File: config.mk
export PLATFORM = sky130hd
export DESIGN_NAME = cfg_pair_decoder
export DESIGN_NICKNAME = d
export VERILOG_FILES = /design/src/rtl/cfgdec_pkg.sv /design/src/rtl/cfgdec_framer.sv /design/src/rtl/cfgdec_regbank.sv /design/src/rtl/cfg_pair_decoder.sv
export SDC_FILE = /design/constraint.sdc
export NUM_CORES = 1
export LEC_CHECK = 0
export ABC_AREA = 1
export BUFFER_PORTS_ARGS = -buffer_cell sky130_fd_sc_hd__buf_4
export CAP_MARGIN = 10
export CORE_ASPECT_RATIO = 0.75
export CORE_MARGIN = 2
export CORE_UTILIZATION = 40
export DETAILED_ROUTE_END_ITERATION = 7
export HOLD_SLACK_MARGIN = 0.06
export SLEW_MARGIN = 25
export SYNTH_ARGS = -nofsm -noshare
export SYNTH_HDL_FRONTEND = slang
export SYNTH_SLANG_ARGS = --single-unit
export TNS_END_PERCENT = 10
File: constraint.sdc
create_clock -name clk -period 1.64 [get_ports clk]
set_input_delay 0.082 -clock clk [delete_from_list [all_inputs] [get_ports clk]]
set_output_delay 0.082 -clock clk [all_outputs]
set_load 0.01 [all_outputs]
File: src/rtl/cfgdec_pkg.sv
package cfgdec_pkg;
  localparam int BYTE_W  = 8;
  localparam int ID_BYTES = 3;

  localparam logic [BYTE_W-1:0] ADR_MODE   = 8'h88;
  localparam logic [BYTE_W-1:0] ADR_THR_LO = 8'h89;
  localparam logic [BYTE_W-1:0] ADR_THR_HI = 8'h8A;
  localparam logic [BYTE_W-1:0] ADR_SEQ    = 8'h8D;

  localparam int MODE_BIT_P56 = 4;
  localparam int MODE_BIT_P78 = 3;

  typedef enum logic {FR_ADDR, FR_DATA} fr_state_e;

  function automatic logic [BYTE_W-1:0] id_addr(input int idx);
    case (idx)
      0:       id_addr = 8'h8C;
      1:       id_addr = 8'h8E;
      default: id_addr = 8'h8F;
    endcase
  endfunction
endpackage

File: src/rtl/cfgdec_framer.sv
module cfgdec_framer
  import cfgdec_pkg::*;
(
  input  logic              clk,
  input  logic              rst_n,
  input  logic              take,
  input  logic [BYTE_W-1:0] byte_in,
  output logic              wr_fire,
  output logic [BYTE_W-1:0] wr_addr,
  output logic [BYTE_W-1:0] wr_data
);
  fr_state_e         state_q;
  logic [BYTE_W-1:0] addr_q;

  always_ff @(posedge clk) begin
    if (!rst_n) begin
      state_q <= FR_ADDR;
      addr_q  <= '0;
    end else if (take) begin
      case (state_q)
        FR_ADDR: begin
          // only a marked byte opens a pair; unmarked bytes are discarded
          if (byte_in[BYTE_W-1]) begin
            addr_q  <= byte_in;
            state_q <= FR_DATA;
          end
        end
        default: state_q <= FR_ADDR;
      endcase
    end
  end

  assign wr_fire = take && (state_q == FR_DATA);
  assign wr_addr = addr_q;
  assign wr_data = byte_in;
endmodule

File: src/rtl/cfgdec_regbank.sv
module cfgdec_regbank
  import cfgdec_pkg::*;
#(
  parameter logic [BYTE_W-1:0] THR_RST  = 8'h7F,
  parameter logic [BYTE_W-1:0] MODE_RST = 8'h40
) (
  input  logic                       clk,
  input  logic                       rst_n,
  input  logic                       wr_fire,
  input  logic [BYTE_W-1:0]          wr_addr,
  input  logic [BYTE_W-1:0]          wr_data,
  output logic [BYTE_W-1:0]          thr_lo,
  output logic [BYTE_W-1:0]          thr_hi,
  output logic [BYTE_W-1:0]          mode,
  output logic [ID_BYTES*BYTE_W-1:0] id_flat,
  output logic                       id_valid,
  output logic                       upd_thr_lo,
  output logic                       upd_thr_hi,
  output logic                       upd_mode,
  output logic [ID_BYTES-1:0]        upd_id,
  output logic                       seq_strobe,
  output logic [BYTE_W-1:0]          seq_data
);
  localparam int ID_W = BYTE_W - 1;

  logic hit_lo, hit_hi, hit_mode, hit_seq;
  logic [ID_BYTES-1:0] hit_id;
  logic [ID_BYTES-1:0] id_nz;

  assign hit_lo   = wr_fire && (wr_addr == ADR_THR_LO);
  assign hit_hi   = wr_fire && (wr_addr == ADR_THR_HI);
  assign hit_mode = wr_fire && (wr_addr == ADR_MODE);
  assign hit_seq  = wr_fire && (wr_addr == ADR_SEQ);

  always_ff @(posedge clk) begin
    if (!rst_n) begin
      thr_lo     <= THR_RST;
      thr_hi     <= THR_RST;
      mode       <= MODE_RST;
      seq_data   <= '0;
      upd_thr_lo <= 1'b0;
      upd_thr_hi <= 1'b0;
      upd_mode   <= 1'b0;
      seq_strobe <= 1'b0;
    end else begin
      upd_thr_lo <= hit_lo;
      upd_thr_hi <= hit_hi;
      upd_mode   <= hit_mode;
      seq_strobe <= hit_seq;
      if (hit_lo)   thr_lo   <= wr_data;
      if (hit_hi)   thr_hi   <= wr_data;
      if (hit_mode) mode     <= wr_data;
      if (hit_seq)  seq_data <= wr_data;
    end
  end

  for (genvar g = 0; g < ID_BYTES; g++) begin : g_id
    logic [ID_W-1:0] id_q;
    logic            upd_q;

    assign hit_id[g] = wr_fire && (wr_addr == id_addr(g));

    always_ff @(posedge clk) begin
      if (!rst_n) begin
        id_q  <= '0;
        upd_q <= 1'b0;
      end else begin
        upd_q <= hit_id[g];
        if (hit_id[g]) id_q <= wr_data[ID_W-1:0];
      end
    end

    // the top bit is never stored, so it reads back as zero
    assign id_flat[g*BYTE_W +: BYTE_W] = {1'b0, id_q};
    assign id_nz[g]  = |id_q;
    assign upd_id[g] = upd_q;
  end

  assign id_valid = &id_nz;
endmodule

File: src/rtl/cfg_pair_decoder.sv
module cfg_pair_decoder
  import cfgdec_pkg::*;
#(
  parameter logic [7:0] THR_RST  = 8'h7F,
  parameter logic [7:0] MODE_RST = 8'h40
) (
  input  logic       clk,
  input  logic       rst_n,
  input  logic       in_valid,
  output logic       in_ready,
  input  logic [7:0] in_data,
  output logic [7:0] thr_lo,
  output logic [7:0] thr_hi,
  output logic [7:0] mode,
  output logic       pair56_diff,
  output logic       pair78_diff,
  output logic [7:0] id_byte0,
  output logic [7:0] id_byte1,
  output logic [7:0] id_byte2,
  output logic       id_valid,
  output logic       upd_thr_lo,
  output logic       upd_thr_hi,
  output logic       upd_mode,
  output logic [2:0] upd_id,
  output logic       seq_strobe,
  output logic [7:0] seq_data
);
  logic                       ready_q;
  logic                       take;
  logic                       wr_fire;
  logic [BYTE_W-1:0]          wr_addr;
  logic [BYTE_W-1:0]          wr_data;
  logic [ID_BYTES*BYTE_W-1:0] id_flat;

  always_ff @(posedge clk) begin
    if (!rst_n) ready_q <= 1'b0;
    else        ready_q <= 1'b1;
  end

  assign in_ready = ready_q && rst_n;
  assign take     = in_valid && in_ready;

  cfgdec_framer u_framer (
    .clk     (clk),
    .rst_n   (rst_n),
    .take    (take),
    .byte_in (in_data),
    .wr_fire (wr_fire),
    .wr_addr (wr_addr),
    .wr_data (wr_data)
  );

  cfgdec_regbank #(
    .THR_RST  (THR_RST),
    .MODE_RST (MODE_RST)
  ) u_bank (
    .clk        (clk),
    .rst_n      (rst_n),
    .wr_fire    (wr_fire),
    .wr_addr    (wr_addr),
    .wr_data    (wr_data),
    .thr_lo     (thr_lo),
    .thr_hi     (thr_hi),
    .mode       (mode),
    .id_flat    (id_flat),
    .id_valid   (id_valid),
    .upd_thr_lo (upd_thr_lo),
    .upd_thr_hi (upd_thr_hi),
    .upd_mode   (upd_mode),
    .upd_id     (upd_id),
    .seq_strobe (seq_strobe),
    .seq_data   (seq_data)
  );

  assign id_byte0    = id_flat[0*BYTE_W +: BYTE_W];
  assign id_byte1    = id_flat[1*BYTE_W +: BYTE_W];
  assign id_byte2    = id_flat[2*BYTE_W +: BYTE_W];
  assign pair56_diff = mode[MODE_BIT_P56];
  assign pair78_diff = mode[MODE_BIT_P78];
endmodule

==> results.cfg <==
[synthesis]
yosysSeqAreaShare_pct = 46.03
ys_types = 20
yosys_warnings = 0
synthCells = 448
syn_area_per_cell_um2 = 6.795
syn_area_um2 = 3044
synth_seq_cells = 70

[timing]
setup_violations = 0
rsz0062_at_grt = false
max_freq_ghz = 0.6924
slew_headroom_pct = 64.20
tightest_slew_ns = 0.5350
hold_viol_final = 0
slew_violations = 0
finalSetupTns_ns = 0
layout_worst_path_cycle_share_pct = 88.06
fin_crit_ns = 1.444
fin_skew_ns = 0.005927

[die]
die_width_um = 104.7
start_util_pct = 41.34
dieHeight_um = 79.55
coreArea_um2 = 7365
die_area_um2 = 8332
placementRows = 27
ioPinCount = 78

[setup_path]
cp-start-kind = flop
worstSetupEndpointType = flop
path_max_fanout = 8
arrival_ns = 1.69
crit_type = flop to flop
worstPathRequired_ns = 1.89

[route]
initialDrtViolationCount = 134
drcViolationCount = 0
via_count = 2810
ant_nets = 0
wl_per_cell_um = 11.76
finalWirelength_um = 7469
via_per_inst = 4.425
drt-pass1-iter-count = 4

[global_route]
grt_pass1_wl_um = 12620
grt_max_degree = 41
first_global_vias = 2668
grt_overflow = 0
antenna_found_initial = 0
track_usage_pct = 19.06

[place]
hpwl_um = 5197
gp_congestion = 0.8134
numPortBuffers = 74

[final_layout]
multi_input_comb_area_um2 = 1197
drive_gt1_share_pct = 20.79
seqCellArea_um2 = 1401
n_antenna_cell = 0
syn2layout_area_growth_pct = 29.63
fillers = 753
nNetsFinal = 540

[power]
p_per_area_nw_per_um2 = 858.5
peakVddDrop_v = 0.0004016
finalPower_uw = 3388
leakage_uw = 0.002099

[min_path]
hp-class = input port to flop

[cts]
cts_root_buffer = clkbuf_8
ctsLongestPathBuffers = 2
cts_buffers = 9
clk_pin_slew_ns = 0.07
cts.htree.levels = 3
insertion_delay_ns = 0.35
clkSinkCount = 70
cts_tree = done

[job]
cap_violations = 0

[outcome]
status = finished clean
==> placed cells by master, fill, tap and decap left out <==
cell type,count
a21oi_1,2
buf_4,85
bufinv_16,2
clkbuf_1,2
clkbuf_8,10
clkinv_2,2
conb_1,3
dfxtp_1,70
dlygate4sd3_1,6
inv_1,82
nand2_1,106
nand2_2,1
nand3_1,50
nand3_2,5
nand3_4,2
nand4_1,3
nor2_1,91
nor2_2,2
nor2_4,2
o21ai_0,7
o22ai_1,1
==> worst max-delay path, cell delays in order, from the launching register on <==
cell and delay [ns]:
dfxtp_1 0.42, inv_1 0.09, nor2_1 0.09, nand2_1 0.05, nor2_1 0.42, nand3_1 0.13
nand2_1 0.10, nor2_1 0.04
==> power by group <==
part | internal, uW | total [uW] | switching [uW]
sequential | 1710 | 1720 | 7.55
combinational | 51.0 | 153 | 102
clock | 894 | 1520 | 625
total | 2650 | 3390 | 735
==> metal layers <==
| metal | vias to the layer above | GRT usage [%] | routed length [um] |
|---|---|---|---|
| li1 | 1482 | - | - |
| met1 | 1232 | 25.62 | 3648 |
| met2 | 88 | 29.81 | 3265 |
| met3 | 8 | 5.143 | 480 |
| met4 | 0 | 6.267 | 75 |
| met5 | - | 0 | 0 |
==> cell usage after synthesis, drive strengths merged <==
| cell type | instances | area (um2) |
|---|---|---|
| inv | 82 | 307.8 |
| a21oi | 2 | 10.01 |
| buf | 17 | 125.1 |
| nor2 | 95 | 374.1 |
| clkbuf | 6 | 22.52 |
| o22ai | 1 | 6.260 |
| dfxtp | 70 | 1401 |
| o21ai | 7 | 35.03 |
| conb | 1 | 3.750 |
| nand3 | 57 | 335.3 |
| nand2 | 107 | 404.1 |
| nand4 | 3 | 18.77 |
==> flip-flops by register name, indices dropped and copies added (netlist names) <==
| register | flops |
|---|---|
| u_bank.upd_thr_lo | 1 |
| u_bank.mode | 8 |
| u_bank.g_id.id_q | 21 |
| u_bank.upd_thr_hi | 1 |
| u_bank.thr_lo | 8 |
| u_bank.seq_strobe | 1 |
| u_bank.seq_data | 8 |
| u_framer.state_q | 1 |
| u_bank.upd_mode | 1 |
| u_bank.g_id.upd_q | 3 |
| ready_q | 1 |
| u_bank.thr_hi | 8 |
| u_framer.wr_addr | 8 |
==> final timing paths <==
check	cells past startpoint	slack, ns	end	from
worst max-delay path	7	0.20	u_bank.thr_lo[7]	u_framer.wr_addr[0]
worst min-delay path	3	0.07	u_bank.seq_data[2]	in_data[2]
worst max register to register	7	0.20	u_bank.thr_lo[7]	u_framer.wr_addr[0]
worst min register to register	2	0.46	u_bank.thr_lo[1]	u_bank.thr_lo[1]
==> logic make-up (layout without fill, tap and decap cells) <==
logic type | after synthesis | count (layout) | synth area share [%]
buffers and inverters | 105 | 189 | 14.96
flip-flops | 70 | 70 | 46.03
AND/OR/NAND/NOR | 262 | 262 | 37.20
AO/OA/AOI/OAI | 10 | 10 | 1.685
other | 1 | 3 | 0.1232
==> cell type report <==
class	instances	share of cell area, %
clock buffer	12	3.678
clock inverter	4	1.776
inverter	82	7.800
multi-input combinational	275	30.34
sequential	70	35.51
tap	101	3.202
timing repair buffer	91	17.69
==> stage by stage <==
step / utilization (%) / cells / hold slack, ns / worst slack [ns] / instance area (um2)
final: 53.58 / 635 / 0.07465 / 0.1958 / 3946
after global routing: 53.58 / 635 / 0.08294 / 0.03619 / 3946
after CTS: 53.04 / 630 / 0.06632 / 0.08069 / 3906
after detailed placement: 49.30 / 608 / 0.3567 / 0.06254 / 3631
after global placement: 49.30 / 608 / 0.3403 / 0.1520 / 3631
after floorplan: - / 450 / 0.1097 / 0.4115 / 3052
==> timing repair <==
item | in CTS | in global routing
buffers inserted | 0 | 5
hold buffers | 6 | 0
endpoints found under the setup margin | 0 | 10
gates resized for setup | 0 | 1
endpoints found under the hold margin | 8 | 0
Note: power is estimated with default switching activity, not from simulation.
